**config.mk**
```make
export PLATFORM = sky130hd
export DESIGN_NAME = tti_rx_top
export DESIGN_NICKNAME = d
export VERILOG_FILES = /design/src/rtl/tti_pkg.sv /design/src/rtl/tti_rst_sync.sv /design/src/rtl/tti_align.sv /design/src/rtl/tti_store.sv /design/src/rtl/tti_regport.sv /design/src/rtl/tti_rx_top.sv
export SDC_FILE = /design/constraint.sdc
export NUM_CORES = 1
export LEC_CHECK = 0
export CAP_MARGIN = 20
export CORE_UTILIZATION = 62
export DETAILED_ROUTE_END_ITERATION = 16
export GPL_TIMING_DRIVEN = 0
export PLACE_DENSITY_LB_ADDON = 0.08
export SLEW_MARGIN = 15
export SYNTH_ARGS = -nofsm -noshare
export SYNTH_HDL_FRONTEND = slang
export SYNTH_SLANG_ARGS = --single-unit
```
**constraint.sdc**
```tcl
create_clock -name clk -period 10.3 [get_ports clk]
set_clock_uncertainty 0.05 [all_clocks]
set_input_delay 2.06 -clock clk [delete_from_list [all_inputs] [get_ports clk]]
set_output_delay 2.06 -clock clk [all_outputs]
set_load 0.1 [all_outputs]
```
**src/rtl/tti_pkg.sv**
```systemverilog
package tti_pkg;
  localparam int TTI_LEN  = 16;
  localparam int TTI_BYTE = 8;
  localparam int TTI_CHG_BIT = 6;

  typedef enum logic {
    ST_HUNT    = 1'b0,
    ST_COLLECT = 1'b1
  } tti_state_e;
endpackage

```
**src/rtl/tti_rst_sync.sv**
```systemverilog
module tti_rst_sync (
  input  logic clk,
  input  logic rst_n,
  output logic rst_sn
);
  logic [1:0] sync_q;

  always_ff @(posedge clk or negedge rst_n) begin
    if (!rst_n) sync_q <= 2'b00;
    else        sync_q <= {sync_q[0], 1'b1};
  end

  assign rst_sn = sync_q[1];
endmodule

```
**src/rtl/tti_align.sv**
```systemverilog
module tti_align
  import tti_pkg::*;
#(
  parameter int LEN = TTI_LEN,
  parameter int W   = TTI_BYTE,
  localparam int IW = $clog2(LEN)
) (
  input  logic           clk,
  input  logic           rst_n,
  input  logic           stb_i,
  input  logic [W-1:0]   byte_i,
  output logic [LEN*W-1:0] stage_o,
  output logic           done_o
);
  tti_state_e state_q, state_d;
  logic [IW-1:0] idx_q, idx_d;
  logic [IW-1:0] wr_idx;
  logic          wr_ok;
  logic          done_q, done_d;
  logic          is_mark;
  logic [W-1:0]  stage_q [LEN];

  assign is_mark = byte_i[W-1];

  always_comb begin
    state_d = state_q;
    idx_d   = idx_q;
    done_d  = 1'b0;
    wr_ok   = 1'b0;
    wr_idx  = idx_q;
    if (stb_i) begin
      if (is_mark) begin
        wr_ok   = 1'b1;
        wr_idx  = '0;
        idx_d   = IW'(1);
        state_d = ST_COLLECT;
      end else if (state_q == ST_COLLECT) begin
        wr_ok  = 1'b1;
        wr_idx = idx_q;
        if (idx_q == IW'(LEN - 1)) begin
          done_d  = 1'b1;
          idx_d   = '0;
          state_d = ST_HUNT;
        end else begin
          idx_d = idx_q + IW'(1);
        end
      end
    end
  end

  always_ff @(posedge clk or negedge rst_n) begin
    if (!rst_n) begin
      state_q <= ST_HUNT;
      idx_q   <= '0;
      done_q  <= 1'b0;
    end else begin
      state_q <= state_d;
      idx_q   <= idx_d;
      done_q  <= done_d;
    end
  end

  for (genvar i = 0; i < LEN; i++) begin : g_stage
    logic en;
    assign en = wr_ok && (wr_idx == IW'(i));
    always_ff @(posedge clk or negedge rst_n) begin
      if (!rst_n)  stage_q[i] <= '0;
      else if (en) stage_q[i] <= byte_i;
    end
    assign stage_o[i*W +: W] = stage_q[i];
  end

  assign done_o = done_q;


  hunt_ignore_chk: assert property (@(posedge clk) disable iff (!rst_n)
    (state_q == ST_HUNT) && !(stb_i && is_mark) |=> (state_q == ST_HUNT) && $stable(stage_o) && !done_q);


  nostb_chk: assert property (@(posedge clk) disable iff (!rst_n)
    !stb_i |=> $stable(stage_o) && !done_q);


  done_src_chk: assert property (@(posedge clk) disable iff (!rst_n)
    done_q |-> $past(stb_i) && !$past(byte_i[W-1]));


  mark_restart_chk: assert property (@(posedge clk) disable iff (!rst_n)
    stb_i && is_mark |=> (stage_o[W-1:0] == $past(byte_i)) && !done_q);
endmodule

```
**src/rtl/tti_store.sv**
```systemverilog
module tti_store
  import tti_pkg::*;
#(
  parameter int LEN = TTI_LEN,
  parameter int W   = TTI_BYTE
) (
  input  logic             clk,
  input  logic             rst_n,
  input  logic             done_i,
  input  logic [LEN*W-1:0] stage_i,
  input  logic             clr_i,
  output logic [LEN*W-1:0] buf_o,
  output logic             chg_o
);
  logic [W-1:0] buf_q [LEN];
  logic         chg_q, chg_d;
  logic         differ;

  for (genvar i = 0; i < LEN; i++) begin : g_buf
    always_ff @(posedge clk or negedge rst_n) begin
      if (!rst_n)      buf_q[i] <= '0;
      else if (done_i) buf_q[i] <= stage_i[i*W +: W];
    end
    assign buf_o[i*W +: W] = buf_q[i];
  end

  assign differ = (stage_i != buf_o);

  always_comb begin
    chg_d = chg_q;
    if (done_i && differ) chg_d = 1'b1;
    else if (clr_i)       chg_d = 1'b0;
  end

  always_ff @(posedge clk or negedge rst_n) begin
    if (!rst_n) chg_q <= 1'b0;
    else        chg_q <= chg_d;
  end

  assign chg_o = chg_q;


  chg_src_chk: assert property (@(posedge clk) disable iff (!rst_n)
    $rose(chg_q) |-> $past(done_i));


  buf_hold_chk: assert property (@(posedge clk) disable iff (!rst_n)
    !done_i |=> $stable(buf_o));


  clr_chk: assert property (@(posedge clk) disable iff (!rst_n)
    clr_i && !done_i |=> !chg_q);


  same_id_chk: assert property (@(posedge clk) disable iff (!rst_n)
    done_i && (stage_i == buf_o) && !chg_q |=> !chg_q);
endmodule

```
**src/rtl/tti_regport.sv**
```systemverilog
module tti_regport
  import tti_pkg::*;
#(
  parameter int LEN = TTI_LEN,
  parameter int W   = TTI_BYTE,
  parameter int AW  = 5,
  parameter int CHG_BIT = TTI_CHG_BIT
) (
  input  logic             clk,
  input  logic             rst_n,
  input  logic             rd_en_i,
  input  logic [AW-1:0]    rd_addr_i,
  input  logic [LEN*W-1:0] buf_i,
  input  logic             chg_i,
  output logic [W-1:0]     rd_data_o,
  output logic             clr_o
);
  logic [W-1:0] rd_q, rd_d;
  logic [W-1:0] mux;
  logic [W-1:0] stat;
  logic [W-1:0] ent [LEN];

  for (genvar i = 0; i < LEN; i++) begin : g_ent
    assign ent[i] = buf_i[i*W +: W];
  end

  always_comb begin
    stat = '0;
    stat[CHG_BIT] = chg_i;
  end

  always_comb begin
    mux = '0;
    for (int i = 0; i < LEN; i++) begin
      if (rd_addr_i == AW'(i)) mux = ent[i];
    end
    if (rd_addr_i == AW'(LEN)) mux = stat;
  end

  always_comb begin
    rd_d = rd_q;
    if (rd_en_i) rd_d = mux;
  end

  always_ff @(posedge clk or negedge rst_n) begin
    if (!rst_n) rd_q <= '0;
    else        rd_q <= rd_d;
  end

  assign rd_data_o = rd_q;
  assign clr_o     = rd_en_i && (rd_addr_i == AW'(LEN));


  unused_addr_chk: assert property (@(posedge clk) disable iff (!rst_n)
    rd_en_i && (rd_addr_i > AW'(LEN)) |=> rd_data_o == '0);


  rd_hold_chk: assert property (@(posedge clk) disable iff (!rst_n)
    !rd_en_i |=> $stable(rd_data_o));
endmodule

```
**src/rtl/tti_rx_top.sv**
```systemverilog
module tti_rx_top
  import tti_pkg::*;
#(
  parameter int TTI_N   = TTI_LEN,
  parameter int BYTE_W  = TTI_BYTE,
  parameter int CHG_POS = TTI_CHG_BIT,
  localparam int ADDR_W = $clog2(TTI_N + 1)
) (
  input  logic              clk,
  input  logic              rst_n,
  input  logic              frame_stb,
  input  logic [BYTE_W-1:0] tr_byte,
  input  logic              rd_en,
  input  logic [ADDR_W-1:0] rd_addr,
  output logic [BYTE_W-1:0] rd_data,
  output logic              irq
);
  logic rst_sn;
  logic [TTI_N*BYTE_W-1:0] stage;
  logic [TTI_N*BYTE_W-1:0] bufs;
  logic done;
  logic chg;
  logic clr;

  tti_rst_sync u_rst (
    .clk    (clk),
    .rst_n  (rst_n),
    .rst_sn (rst_sn)
  );

  tti_align #(.LEN(TTI_N), .W(BYTE_W)) u_align (
    .clk     (clk),
    .rst_n   (rst_sn),
    .stb_i   (frame_stb),
    .byte_i  (tr_byte),
    .stage_o (stage),
    .done_o  (done)
  );

  tti_store #(.LEN(TTI_N), .W(BYTE_W)) u_store (
    .clk     (clk),
    .rst_n   (rst_sn),
    .done_i  (done),
    .stage_i (stage),
    .clr_i   (clr),
    .buf_o   (bufs),
    .chg_o   (chg)
  );

  tti_regport #(.LEN(TTI_N), .W(BYTE_W), .AW(ADDR_W), .CHG_BIT(CHG_POS)) u_port (
    .clk       (clk),
    .rst_n     (rst_sn),
    .rd_en_i   (rd_en),
    .rd_addr_i (rd_addr),
    .buf_i     (bufs),
    .chg_i     (chg),
    .rd_data_o (rd_data),
    .clr_o     (clr)
  );

  assign irq = chg;


  irq_reset_chk: assert property (@(posedge clk) disable iff (!rst_sn)
    $rose(rst_sn) |-> !irq);
endmodule

```
==> results.yml <==
min_path:
  worstHoldPathCells: 0
  worstHoldPathType: "reg2reg"
  hold_start: "u_rst.sync_q[0]$_DFF_PN0_"
  min_to: "u_rst.sync_q[1]$_DFF_PN0_"
yosys:
  synth_edf_count: 0
  async_reset_ff_share_pct: 100
  syn_area_per_cell_sq_um: 12.6
  synth.area.top_cells: "dfrtp_1 52%, mux2_2 20%, xnor2_1 7.1%"
  yosysMostFrequentCell: "dfrtp_1"
  synth_common_cells: "273 x dfrtp_1, 230 x mux2_2, 106 x xnor2_1, 40 x nand2_1, 30 x nand4_1"
  seq_area_frac_synth_pct: 51.9
  yosysWarnings: 0
  synth_flop_cell: "dfrtp_1"
  synth_top_area_share_pct: 51.9
  netlist_instances: 1043
  syn_area_sq_mm: 0.0132
  yosysUniqueCellTypes: 78
  ys_seq_elements: 273
  syn-num-nets: 1061
  yosysTopAreaCell: "dfrtp_1"
routing:
  wirelength_um: 40900
  drtPass1Iterations: 5
  viasPerCell: 6.55
  drtIter0Drc: 789
  wl_per_cell_um: 29.4
  drc: 0
  via_count: 9093
  antenna_left: 0
worst_setup_path:
  crit_path_start: "rd_addr[0]"
  r2r-start: "u_store.buf_o[27]$_DFFE_PN0P_"
  required_ns: 10.67
  worstSetupStartpointType: "input port"
  reg2reg_to: "u_store.chg_o$_DFFE_PN0P_"
  critPathMaxFanout: 10
  crit_path_end_kind: "flip-flop"
  path_class: "in2reg"
  reg2reg_depth: 6
  arrival_ns: 4.55
  rrSetupSlack_ns: 7.46
cells_and_area:
  post-route-util_pct: 71.7
  fin_area_sq_mm: 0.0147
  fill_cells: 1456
  area_growth_pct: 11.7
  layout-drive-gt1-share_pct: 30.3
  layout.nets: 1118
  n_antenna_cell: 0
grt:
  grt_overflow: 0
  grt_max_degree: 61
  grt_pass1_vias: 9160
  grt_pass1_wl_um: 60300
  antenna_found_initial: 1
  grt.total_usage_pct: 38.9
timing:
  max_freq_ghz: 0.239
  setup_viol: 0
  rsz0062_at_grt: "false"
  slew_violations: 0
  worst_pin_slew_ns: 1.15
  fin_crit_sh_pct: 40.6
  fin_crit_ns: 4.18
  whs_ns: 0.310
  hold_viol: 0
  max_slew_margin_pct: 22.8
clock_network:
  htreeDepth: 1
  worstSkewPairLatency_ns: 0.56
  clock-sinks: 273
  cts_tree: "yes"
  clk_pin_slew_ns: 0.06
  cts_hold_buf: 0
  cts_made_buffers: 28
  postCtsResizedCells: 0
  cts_buffer_depth: 3
  cts_setup_buffers: 0
  cts-root-buf: "clkbuf_16"
placed_design:
  numPortBuffers: 23
  post-dp-hpwl_um: 29800
  routabilityCongestion: 1.06
  placed_cell_area_sq_mm: 0.0138
job:
  maxCapViolCount: 0
power_and_ir_drop:
  switchingPower_mw: 0.954
  pwr-share-clk_pct: 31.1
  p_per_area_mw_per_mm2: 209
  intPower_mw: 2.12
  pwr-share-comb_pct: 21.6
  power.share.switching_pct: 31.0
  pwr-share-seq_pct: 47.3
  ir_worst_vdd_v: 0.000180
  p_leak_nw: 6.54
floorplan:
  ios: 26
  dieArea_sq_mm: 0.0218
  chipHeight_um: 148
  core_area_sq_mm: 0.0205
  num_rows: 52
  initial_core_util_pct: 64.2
  die_w_um: 148
status:
  status: "complete, no violations"
stage by stage:
stage	power, mW	instances	TNS [ns]	setup WS (ns)
floorplan	1.88	1043	0	2.08
global placement	2.08	1336	-222.41	-0.855
detailed placement	2.11	1340	0	5.65
CTS	3.06	1389	0	6.13
global route	3.18	1389	0	6.06
finish	3.07	1389	0	6.12
worst max-delay path, cell delays in order:
cell             delay [ns]
clkdlybuf4s50_1        0.49
buf_4                  0.23
buf_6                  0.17
buf_2                  0.21
nand4b_1               0.13
a21oi_1                0.07
a221oi_1               0.49
o221ai_1               0.20
a211oi_1               0.41
nor2_1                 0.09
flip-flops by register name, indices dropped and copies added (netlist names):
name	cells
u_align.stage_o	128
u_store.buf_o	128
u_port.rd_data_o	8
u_align.idx_q	4
u_rst.sync_q	2
u_align.done_o	1
u_align.state_q	1
u_store.chg_o	1
cells by family after synthesis:
logic type / after synthesis / share of synthesized area, %
buffers and inverters: 64 / 2.49
other: 1 / 0.0285
and+or+nand+nor: 221 / 9.87
AOI/OAI and AO/OA: 128 / 7.11
xor gates and xnor gates: 115 / 7.66
DFF: 273 / 51.9
adders and majority gates: 1 / 0.0951
muxes: 240 / 20.8
area by class of cell:
type	count	area [sq um]	area share, %
buffer	46	260	1.77
clock buffer	46	828	5.64
clock inverter	3	26.3	0.179
inverter	18	67.6	0.460
multi-input combinational	706	6000	40.8
sequential	273	6840	46.5
tap	270	338	2.30
timing repair buffer	27	340	2.32
routing by layer:
| layer | GRT usage (%) | vias up | part of all wire, % |
|---|---|---|---|
| met5 | 0 | - | 0 |
| met4 | 18.4 | 0 | 5.2 |
| met3 | 7.10 | 107 | 6.5 |
| met2 | 59.2 | 329 | 45 |
| met1 | 54.5 | 4767 | 43 |
| li1 | - | 3890 | - |
power by group through the flow:
stage	registers (mW)	clock network (mW)	logic, mW
floorplan	1.44	0	0.433
global placement	1.47	0	0.615
detailed placement	1.46	0	0.651
CTS	1.45	0.960	0.658
global route	1.47	1.01	0.703
finish	1.45	0.957	0.664
worst max path at each step:
stage	end	slack, ns	depth (start not counted)
after floorplan	u_align.done_o$_DFF_PN0_	2.08	0
after global placement	u_align.stage_o[84]$_DFFE_PN0P_	-0.86	0
after detailed placement	u_port.rd_data_o[4]$_DFFE_PN0P_	5.65	10
after CTS	rd_data[0]	6.13	1
after global routing	u_port.rd_data_o[4]$_DFFE_PN0P_	6.06	10
final	u_port.rd_data_o[4]$_DFFE_PN0P_	6.12	10
placed cells by master, fill, tap and decap left out, types with 16 or more instances in the layout:
cell             synthesis  layout
nor2_1                  28      28
mux2_2                 230     230
nand2_1                 40      40
nor2b_1                 17      17
clkbuf_16                0      28
nand4_1                 30      30
o21ai_0                 21      21
inv_1                   16      16
dfrtp_1                273     272
xnor2_1                106     106
a21oi_1                 16      16
clkdlybuf4s50_1          0      23
clkbuf_1                20      32
Note: power is estimated with default switching activity, not from simulation.
